<file path="config.mk">
export PLATFORM = sky130hd
export DESIGN_NAME = dpot_twi_slave
export DESIGN_NICKNAME = d
export VERILOG_FILES = /design/src/rtl/dpot_twi_pkg.sv /design/src/rtl/dpot_twi_cond.sv /design/src/rtl/dpot_twi_txsh.sv /design/src/rtl/dpot_twi_frame.sv /design/src/rtl/dpot_twi_slave.sv
export SDC_FILE = /design/constraint.sdc
export NUM_CORES = 1
export LEC_CHECK = 0
export CAP_MARGIN = 20
export CORE_MARGIN = 2
export CORE_UTILIZATION = 56
export DETAILED_ROUTE_END_ITERATION = 8
export DONT_BUFFER_PORTS = 1
export PLACE_DENSITY = 0.74
export SYNTH_ARGS = -nofsm -noshare
export SYNTH_HDL_FRONTEND = slang
export SYNTH_SLANG_ARGS = --single-unit
export TNS_END_PERCENT = 30
</file>
<file path="constraint.sdc">
create_clock -name clk -period 1.6 [get_ports clk]
set_input_delay 0.32 -clock clk [delete_from_list [all_inputs] [get_ports clk]]
set_output_delay 0.32 -clock clk [all_outputs]
set_load 0.03 [all_outputs]
</file>
<file path="src/rtl/dpot_twi_pkg.sv">
package dpot_twi_pkg;

    localparam int TYPE_W = 4;
    localparam int ADDR_W = 3;
    localparam int BYTE_W = TYPE_W + ADDR_W + 1;
    localparam int CNT_W  = $clog2(BYTE_W + 2);

    localparam logic [TYPE_W-1:0] DEV_TYPE_DEFAULT = 4'b0101;

    // Role of the byte frame currently on the bus
    typedef enum logic [2:0] {
        ST_IDLE,
        ST_ID,
        ST_CMD,
        ST_DATA,
        ST_READ,
        ST_IGNORE
    } frame_e;

    // Tag handed to the register controller with each accepted byte
    typedef enum logic [1:0] {
        IDX_ID   = 2'b00,
        IDX_CMD  = 2'b01,
        IDX_DATA = 2'b10
    } byte_idx_e;

    // What the open-drain output is doing
    typedef enum logic [1:0] {
        DRV_REL,
        DRV_ACK,
        DRV_TX
    } drv_e;

    // Decoded bus events from the synchronised lines
    typedef struct packed {
        logic scl_rise;
        logic scl_fall;
        logic start;
        logic stop;
        logic scl_lvl;
        logic sda_lvl;
    } bus_ev_t;

    function automatic logic id_hit(
        input logic [BYTE_W-1:0] b,
        input logic [TYPE_W-1:0] dev_type,
        input logic [ADDR_W-1:0] straps
    );
        return (b[BYTE_W-1 -: TYPE_W] == dev_type) && (b[1 +: ADDR_W] == straps);
    endfunction

endpackage

</file>
<file path="src/rtl/dpot_twi_cond.sv">
module dpot_twi_cond
    import dpot_twi_pkg::*;
#(
    parameter int SYNC_STAGES = 2
) (
    input  logic    clk,
    input  logic    rst,
    input  logic    scl_in,
    input  logic    sda_in,
    output bus_ev_t ev
);

    logic [SYNC_STAGES-1:0] scl_sy;
    logic [SYNC_STAGES-1:0] sda_sy;
    logic                   scl_q;
    logic                   sda_q;
    logic                   scl_s;
    logic                   sda_s;

    // Synchroniser chain; idle bus level is high
    generate
        for (genvar i = 0; i < SYNC_STAGES; i++) begin : g_sync
            always_ff @(posedge clk) begin
                if (rst) begin
                    scl_sy[i] <= 1'b1;
                    sda_sy[i] <= 1'b1;
                end else if (i == 0) begin
                    scl_sy[i] <= scl_in;
                    sda_sy[i] <= sda_in;
                end else begin
                    scl_sy[i] <= scl_sy[(i == 0) ? 0 : i-1];
                    sda_sy[i] <= sda_sy[(i == 0) ? 0 : i-1];
                end
            end
        end
    endgenerate

    assign scl_s = scl_sy[SYNC_STAGES-1];
    assign sda_s = sda_sy[SYNC_STAGES-1];

    always_ff @(posedge clk) begin
        if (rst) begin
            scl_q <= 1'b1;
            sda_q <= 1'b1;
        end else begin
            scl_q <= scl_s;
            sda_q <= sda_s;
        end
    end

    always_comb begin
        ev.scl_rise = scl_s & ~scl_q;
        ev.scl_fall = ~scl_s & scl_q;
        ev.start    = scl_s & scl_q & sda_q & ~sda_s;
        ev.stop     = scl_s & scl_q & ~sda_q & sda_s;
        ev.scl_lvl  = scl_s;
        ev.sda_lvl  = sda_s;
    end

endmodule

</file>
<file path="src/rtl/dpot_twi_txsh.sv">
module dpot_twi_txsh
    import dpot_twi_pkg::*;
(
    input  logic              clk,
    input  logic              rst,
    input  logic              ld,
    input  logic              sh,
    input  logic [BYTE_W-1:0] din,
    output logic              msb
);

    logic [BYTE_W-1:0] sreg;

    always_ff @(posedge clk) begin
        if (rst) begin
            sreg <= '1;
        end else if (ld) begin
            sreg <= din;
        end else if (sh) begin
            sreg <= {sreg[BYTE_W-2:0], 1'b1};
        end
    end

    assign msb = sreg[BYTE_W-1];

endmodule

</file>
<file path="src/rtl/dpot_twi_frame.sv">
module dpot_twi_frame
    import dpot_twi_pkg::*;
#(
    parameter logic [TYPE_W-1:0] DEV_TYPE = DEV_TYPE_DEFAULT
) (
    input  logic              clk,
    input  logic              rst,
    input  bus_ev_t           ev,
    input  logic [ADDR_W-1:0] addr_pins,
    input  logic              nv_busy,
    output frame_e            state,
    output drv_e              drv,
    output logic              ld,
    output logic              sh,
    output logic [BYTE_W-1:0] rx_byte,
    output logic              byte_valid,
    output byte_idx_e         byte_index,
    output logic              start_seen,
    output logic              stop_seen,
    output logic              rd_load
);

    localparam logic [CNT_W-1:0] LAST_BIT = CNT_W'(BYTE_W - 1);
    localparam logic [CNT_W-1:0] ACK_POS  = CNT_W'(BYTE_W);
    localparam logic [CNT_W-1:0] END_POS  = CNT_W'(BYTE_W + 1);

    logic [CNT_W-1:0]  cnt;
    logic [BYTE_W-2:0] rx_sh;
    logic [BYTE_W-1:0] full_b;
    logic              ack_ok;
    logic              rw;
    logic              mnack;
    logic              active;

    always_comb begin
        full_b = {rx_sh, ev.sda_lvl};
        active = (state != ST_IDLE) && (state != ST_IGNORE) && !ev.start && !ev.stop;
        ld     = active && ev.scl_fall && (cnt == END_POS) &&
                 (((state == ST_ID) && ack_ok && rw) || ((state == ST_READ) && !mnack));
        sh     = active && ev.scl_fall && (state == ST_READ) &&
                 (cnt != '0) && (cnt < ACK_POS);
    end

    always_ff @(posedge clk) begin
        if (rst) begin
            state      <= ST_IDLE;
            drv        <= DRV_REL;
            cnt        <= '0;
            rx_sh      <= '0;
            rx_byte    <= '0;
            byte_valid <= 1'b0;
            byte_index <= IDX_ID;
            start_seen <= 1'b0;
            stop_seen  <= 1'b0;
            rd_load    <= 1'b0;
            ack_ok     <= 1'b0;
            rw         <= 1'b0;
            mnack      <= 1'b0;
        end else begin
            byte_valid <= 1'b0;
            start_seen <= ev.start;
            stop_seen  <= ev.stop;
            rd_load    <= ld;
            if (ev.stop) begin
                state  <= ST_IDLE;
                cnt    <= '0;
                drv    <= DRV_REL;
                ack_ok <= 1'b0;
            end else if (ev.start) begin
                state  <= ST_ID;
                cnt    <= '0;
                drv    <= DRV_REL;
                ack_ok <= 1'b0;
                mnack  <= 1'b0;
            end else if (active) begin
                if (ev.scl_rise) begin
                    cnt <= cnt + 1'b1;
                    if (state != ST_READ) begin
                        if (cnt < ACK_POS) begin
                            rx_sh <= full_b[BYTE_W-2:0];
                        end
                        if (cnt == LAST_BIT) begin
                            unique case (state)
                                ST_ID: begin
                                    rw <= full_b[0];
                                    if (id_hit(full_b, DEV_TYPE, addr_pins) && !nv_busy) begin
                                        ack_ok     <= 1'b1;
                                        byte_valid <= 1'b1;
                                        byte_index <= IDX_ID;
                                        rx_byte    <= full_b;
                                    end
                                end
                                ST_CMD: begin
                                    ack_ok     <= 1'b1;
                                    byte_valid <= 1'b1;
                                    byte_index <= IDX_CMD;
                                    rx_byte    <= full_b;
                                end
                                ST_DATA: begin
                                    ack_ok     <= 1'b1;
                                    byte_valid <= 1'b1;
                                    byte_index <= IDX_DATA;
                                    rx_byte    <= full_b;
                                end
                                default: ;
                            endcase
                        end
                    end else if (cnt == ACK_POS) begin
                        mnack <= ev.sda_lvl;
                    end
                end else if (ev.scl_fall) begin
                    if (cnt == ACK_POS) begin
                        drv <= ((state != ST_READ) && ack_ok) ? DRV_ACK : DRV_REL;
                    end else if (cnt == END_POS) begin
                        cnt    <= '0;
                        ack_ok <= 1'b0;
                        drv    <= ld ? DRV_TX : DRV_REL;
                        unique case (state)
                            ST_ID:   state <= !ack_ok ? ST_IGNORE : (rw ? ST_READ : ST_CMD);
                            ST_CMD:  state <= ST_DATA;
                            ST_DATA: state <= ST_IGNORE;
                            ST_READ: if (mnack) state <= ST_IGNORE;
                            default: ;
                        endcase
                    end
                end
            end
        end
    end

endmodule

</file>
<file path="src/rtl/dpot_twi_slave.sv">
module dpot_twi_slave
    import dpot_twi_pkg::*;
#(
    parameter int                SYNC_STAGES = 2,
    parameter logic [TYPE_W-1:0] DEV_TYPE    = DEV_TYPE_DEFAULT
) (
    input  logic              clk,
    input  logic              rst,
    input  logic              scl_in,
    input  logic              sda_in,
    input  logic [ADDR_W-1:0] addr_pins,
    input  logic              nv_busy,
    input  logic [BYTE_W-1:0] rd_data,
    output logic              sda_pull_n,
    output logic [BYTE_W-1:0] rx_byte,
    output logic              byte_valid,
    output logic [1:0]        byte_index,
    output logic              start_seen,
    output logic              stop_seen,
    output logic              rd_load
);

    bus_ev_t   ev;
    frame_e    fstate;
    drv_e      drv;
    byte_idx_e idx;
    logic      ld;
    logic      sh;
    logic      tx_msb;

    dpot_twi_cond #(.SYNC_STAGES(SYNC_STAGES)) u_cond (
        .clk    (clk),
        .rst    (rst),
        .scl_in (scl_in),
        .sda_in (sda_in),
        .ev     (ev)
    );

    dpot_twi_frame #(.DEV_TYPE(DEV_TYPE)) u_frame (
        .clk        (clk),
        .rst        (rst),
        .ev         (ev),
        .addr_pins  (addr_pins),
        .nv_busy    (nv_busy),
        .state      (fstate),
        .drv        (drv),
        .ld         (ld),
        .sh         (sh),
        .rx_byte    (rx_byte),
        .byte_valid (byte_valid),
        .byte_index (idx),
        .start_seen (start_seen),
        .stop_seen  (stop_seen),
        .rd_load    (rd_load)
    );

    dpot_twi_txsh u_txsh (
        .clk (clk),
        .rst (rst),
        .ld  (ld),
        .sh  (sh),
        .din (rd_data),
        .msb (tx_msb)
    );

    assign byte_index = idx;

    always_comb begin
        unique case (drv)
            DRV_ACK: sda_pull_n = 1'b0;
            DRV_TX:  sda_pull_n = tx_msb;
            default: sda_pull_n = 1'b1;
        endcase
    end

endmodule

</file>
# == Word-level counts from Yosys, hierarchy flattened ==
# Cells that the tools add are included.
# Widths: inputs -> output; s select.
# op_classes
add_sub_neg,1
mul,0
div,0
n_lt_le_gt_ge,1
n_eq_ne,24
n_shift,0
n_mux,40
n_bitwise,18
reduce_logical,49
# ops
operator,count
$mux 8,3
$reduce_and 8->1,3
$reduce_and 7->1,3
$mux 1,20
$reduce_bool 2->1,10
$mux 4,4
$pmux 8 s2,1
$logic_and 1x1->1,15
$ne 2x1->1 const B,6
$pmux 3 s4,1
$not 1->1,11
$mux 3,3
$ne 3x3->1 const B,3
$eq 4x3->1 const B,2
$eq 4x4->1 const B,2
$mux 2,4
$reduce_and 4->1,2
$reduce_bool 4->1,2
$and 1x1->1,7
$reduce_or 7->1,1
$eq 3x2->1 const B,2
$pmux 1 s2,3
$pmux 2 s3,1
$reduce_and 6->1,1
other kinds (17),23
# totals
reg_bits,47
latchBits,0
ramBits,0
mem_bits_ro,0
inputBits,16
wordCells,154
mem_count,0

# == Longest topological paths before layout ==
# depth
ltp_word,12
depth_mapped,7
depth_no_buf,7

# == By module ==
# From an unflattened synthesis, not the netlist that was laid out.
# hier_totals
hier_cells,233
hier_area_um2,2134.5
# by_module_without_submodules
mod,instances,cells_per_inst,area_each_um2
dpot_twi_frame,1,178,1550.2
dpot_twi_txsh,1,35,365.4
dpot_twi_cond,1,18,205.2
dpot_twi_slave,1,2,13.8

# == Least setup slack after synthesis ==
# Ideal clock, no wire load.
# synth_path
path_kind,flip-flop to flip-flop
from,register u_frame.cnt[0]
to,register u_frame.cnt[1]
setup_ns,0.136
t_arrival_ns,1.635
t_required_ns,1.464
path_slack_ns,-0.170
path_stages_with_launch,8
n_path_buf,0
path_cell_list,dfxtp_1 > inv_1 > ha_1 > nor4bb_1 > nor2_1 > nor3_1 > mux2i_1 > nor2_1
# synth_between
elab_chain_cells,3
elab_cells_between_ends,7
classes_between,add/sub: 1; eq/ne: 3; mux: 1; reduce/logical: 2
# synth_rtl
item,line,text
start: declaration,dpot_twi_frame.sv:27,logic [CNT_W-1:0] cnt;
start signal: assignment,dpot_twi_frame.sv:77,cnt <= cnt + 1'b1;
$eq 4x4->1 (on tied branches),"dpot_twi_frame.sv:112, dpot_twi_frame.sv:114",
$ne 2x2->1 (no source line) / $reduce_bool 2->1 (equally long branches),-,
$reduce_and 4->1 (no source line),-,
# Several ways; a longest one is shown, not always the timed one.
# A chain may end at the register's enable or synchronous reset.

# == Worst setup path after layout ==
# layout_path
from,"register u_cond.sda_sy[1], in the netlist u_cond.sda_s"
to,register u_txsh.sreg[0]
# layout_between
elab_chain_cells,10
elab_cells_between_ends,15
classes_between,mux: 1; bitwise: 3; reduce/logical: 11
# layout_rtl
item,line,text
start: declaration,dpot_twi_cond.sv:14,logic [SYNC_STAGES-1:0] sda_sy;
start signal: indexed assignment,dpot_twi_cond.sv:29,sda_sy[i] <= sda_in;
start signal: indexed assignment,dpot_twi_cond.sv:32,sda_sy[i] <= sda_sy[(i == 0) ? 0 : i-1];
$not 1->1,dpot_twi_cond.sv:54,ev.start = scl_s & scl_q & sda_q & ~sda_s;
$and 1x1->1,dpot_twi_cond.sv:54,
$logic_not 1->1,dpot_twi_frame.sv:37,active = (state != ST_IDLE) && (state != ST_IGNORE) && !ev.start && !ev.stop;
$logic_and 1x1->1,dpot_twi_frame.sv:37,
$logic_and 1x1->1 (*),dpot_twi_frame.sv:37,
$logic_and 1x1->1 (*),"dpot_twi_frame.sv:38, dpot_twi_frame.sv:40",
$logic_and 1x1->1 (2 in series),dpot_twi_frame.sv:40,sh = active && ev.scl_fall && (state == ST_READ) &&
$logic_and 1x1->1,dpot_twi_frame.sv:41,(cnt != '0) && (cnt < ACK_POS);
$reduce_bool 2->1 (no source line),-,
end signal: assignment,dpot_twi_txsh.sv:18,sreg <= din;
end signal: assignment,dpot_twi_txsh.sv:20,"sreg <= {sreg[BYTE_W-2:0], 1'b1};"
end: declaration,dpot_twi_txsh.sv:12,logic [BYTE_W-1:0] sreg;
# Mark *: on every way between the ends. The rest lies on a longest branch, timed or not.

==> metrics.md <==
| Metric | Value |
|---|---|
| Status | `finished with violations` |
| Violations in the final reports | `setup timing` |
| Starting utilization of the core area | `57.9%` |
| RSZ-0062 raised after global routing | `yes` |
| Worst-case clock buffer depth | `2` |
| Shortest clock period the worst path allows after layout | `1.83 ns` |
| Overall die width | `68.1 um` |
| Post-synthesis instance area | `2300 um^2` |
| Critical path cell sequence | `xnor2_4 > o221ai_4 > or4_4 > nor2_1 > o21ai_0` |
| Final worst path period share | `114%` |
| Max-slew headroom | `64.1%` |
| Antenna viol nets, final | `0` |
| Arithmetic-cell share of the synthesized area counting full adders, half adders and majority gates | `3.81%` |
| Number of fill cells in the layout | `283` |
| Final GP Congestion | `0.907` |
| Setup violations, final | `31` |
| Die outline area | `4630 um^2` |
| Share of Yosys cell area claimed by the top area cell type | `40.9%` |
| Worst Hold Margin | `0.0785 ns` |
| Yosys warning count | `0` |
| Detailed placer's ending HPWL | `3.67 mm` |
| Post-Route Setup TNS | `-1.91 ns` |
| Chip height | `68.1 um` |
| Number of I/O port buffers | `0` |
| Placed Instance Area | `2680 um^2` |
| Final Total Pwr | `2.09 mW` |
| Routed wire length | `5.34 mm` |
| Placed Cells | `327` |
| Combinational family with the most area after synthesis | `simple AND/OR/NAND/NOR gates` |
| Reg clk slew, reported paths | `0.09 ns` |
| Tightest Hold Check Type | `input pin to register` |
| Worst IR drop on VDD | `0.509 mV` |
| Number of max-slew violations in the final report | `0` |
| Data arrival, critical path | `1.97 ns` |
| Fmax | `547 MHz` |
| Largest stage delay on the critical path | `0.56 ns` |
| Total clock buffers created by CTS | `5` |
| Number of ports placed on the die boundary | `31` |
| Core ar. | `3970 um^2` |
| Category of cells accounting for the largest share of critical-path delay | `simple AND/OR/NAND/NOR gates` |
| Clock Sinks | `47` |
| Setup slack after layout | `-0.228 ns` |
| Proportion of synthesized flip-flops having asynchronous set or reset | `0%` |
| Global-route wire length before repair | `8.10 mm` |
| Number of enable-type register cells in the synthesized netlist | `0` |
| Residual DRC | `0` |
| Endpoint kind of the worst setup timing path | `register` |
| Leading post-synthesis cells by cell area | `sky130_fd_sc_hd__dfxtp_1, sky130_fd_sc_hd__mux2i_1, sky130_fd_sc_hd__nor2_1` |
| Total power divided by cell area | `701 nW/um^2` |
| Clock tree from TritonCTS | `done` |
| Final net count | `311` |
| Average instance area after synthesis | `9.31 um^2` |
| Maximum number of pins on one net before global-route repair | `30` |
| Worst-skew pair later-pin latency | `0.30 ns` |
| Final hold violations | `0` |
| Fraction of the yosys area taken by sequential cells | `40.9%` |
| Final cell count without fillers | `339` |
| Flop and latch count out of synthesis | `47` |
| Overflow left after global routing | `0` |
| Area fraction in compound gates after synthesis | `13.1%` |
| Number of antenna violations at the first check in global routing | `0` |
| Total global routing track utilization | `23.5%` |
| Crit-path slowest cell | `sky130_fd_sc_hd__or4_4` |
| Post-DR vias/cell | `5.61` |
| Area leader, netlist | `sky130_fd_sc_hd__dfxtp_1` |
| Proportion of layout cells with a drive suffix above 1 | `37.4%` |
| N_diodes | `0` |
| Layout-stage area growth over the synthesis result | `29.7%` |
| Clock skew | `0.00929 ns` |
| Detailed-route wire length per cell | `15.7 um` |
| MaxCap Viol Count | `0` |
| Number of global-route vias before repair | `1782` |
| Leak | `1.14 nW` |
| XOR/XNOR Fraction of Synth Area | `4.19%` |
| Maximum net fanout on the critical path | `4` |
| Total via count in the routed design | `1902` |
| Main flop type after synthesis | `sky130_fd_sc_hd__dfxtp_1` |
| CTS root buf | `sky130_fd_sc_hd__clkbuf_8` |
| Count of hold-fix buffers inserted at cts | `0` |
| Deepest level of the CTS H-tree | `2` |
| Post-synth cell types | `52` |
| Post-synthesis share of cell area spent on and, or, nand and nor gates | `23.3%` |
| 1st-iter DRT viols | `94` |
| Crit path kind | `register to register` |
| Mux cell area share after synthesis | `9.58%` |
| Req. time, crit path | `1.75 ns` |
| Post-route design area | `2980 um^2` |
| Pre-antenna DRT Iters | `4` |
| Number of nets produced by synthesis | `270` |
| Critical path launch point type | `register` |
| Post-Syn Instances | `247` |
| Worst path buffer plus inverter count | `0` |
| Placement Rows | `23` |
| Tightest Pin Transition | `0.538 ns` |
==> registers in the layout (all words and copies together) (netlist names), 2 cells and up <==
signal / count
u_frame.state: 3
u_frame.drv: 2
u_frame.byte_index: 2
u_txsh.sreg: 8
u_frame.rx_byte: 8
u_frame.cnt: 4
u_frame.rx_sh: 7
==> power breakdown <==
part           switching, mW  internal (mW)
Clock                  0.412          0.353
Sequential            0.0130           1.17
Combinational         0.0719         0.0683
==> layout make-up <==
cell class,count,area [um^2],area share (%)
multi-input cells,174,1430,47.8
flip-flops and latches,47,965,32.4
repair buffers,45,374,12.5
clock buffers,6,82.6,2.77
well taps,50,62.6,2.10
inverters,15,56.3,1.89
clock inverters,2,16.3,0.546
==> final timing paths <==
| path | start | end | slack, ns | depth (start not counted) |
|---|---|---|---|---|
| setup / recovery | u_cond.sda_s$_SDFF_PP1_ | u_txsh.sreg[0]$_SDFFE_PP1P_ | -0.23 | 5 |
| hold / removal | rst | u_frame.rd_load$_SDFF_PP0_ | 0.08 | 1 |
| setup reg to reg | u_cond.sda_s$_SDFF_PP1_ | u_txsh.sreg[0]$_SDFFE_PP1P_ | -0.23 | 5 |
| hold reg to reg | u_cond.scl_sy[0]$_SDFF_PP1_ | u_cond.scl_s$_SDFF_PP1_ | 0.41 | 1 |
==> repair_timing <==
item | 4_1_cts | 5_1_grt
setup buffers | 1 | 3
endpoints found under the hold margin | 0 | 0
endpoints found under the setup margin | 36 | 38
resized for setup | 24 | 26
pin swaps | 2 | 18
==> metrics by stage <==
step / utilization, % / worst slack (ns)
floorplan: - / -0.0541
global placement: 67.6 / -0.109
detailed placement: 67.6 / -0.206
CTS: 71.8 / -0.0806
global route: 75.1 / -0.295
finish: 75.1 / -0.228
==> synth_stat cells, types with 6 or more instances <==
cell / number
sky130_fd_sc_hd__nor2_1: 27
sky130_fd_sc_hd__xnor2_1: 6
sky130_fd_sc_hd__nand2b_1: 8
sky130_fd_sc_hd__ha_1: 7
sky130_fd_sc_hd__inv_1: 15
sky130_fd_sc_hd__dfxtp_1: 47
sky130_fd_sc_hd__or2_2: 6
sky130_fd_sc_hd__o21ai_0: 12
sky130_fd_sc_hd__nand2_1: 26
sky130_fd_sc_hd__mux2i_1: 22
==> layer usage <==
metal  global-route usage, %  share of wire (%)  vias up
met4                    9.00                2.5        0
met3                    4.77                3.9       16
met1                    27.9                 43      902
met5                       0                  0        -
met2                    41.3                 51       42
li1                        -                  -      942
==> cell usage in the layout, fill, tap and decap left out, types with 5 or more instances in the layout <==
cell type,count
sky130_fd_sc_hd__o21ai_1,6
sky130_fd_sc_hd__nor2_1,24
sky130_fd_sc_hd__clkbuf_8,6
sky130_fd_sc_hd__or2_2,5
sky130_fd_sc_hd__o21ai_0,6
sky130_fd_sc_hd__dfxtp_1,38
sky130_fd_sc_hd__xnor2_1,5
sky130_fd_sc_hd__nand2b_1,8
sky130_fd_sc_hd__buf_4,40
sky130_fd_sc_hd__inv_1,11
sky130_fd_sc_hd__dfxtp_4,5
sky130_fd_sc_hd__nand2_1,25
sky130_fd_sc_hd__mux2i_1,22
==> cell families after synthesis <==
family / count (synthesis)
xor gates and xnor gates: 8
buffers and inverters: 26
DFF: 47
AOI/OAI and AO/OA: 40
and+or+nand+nor: 97
adders and majority gates: 7
muxes: 22
Power figures use the tool's default switching activity.
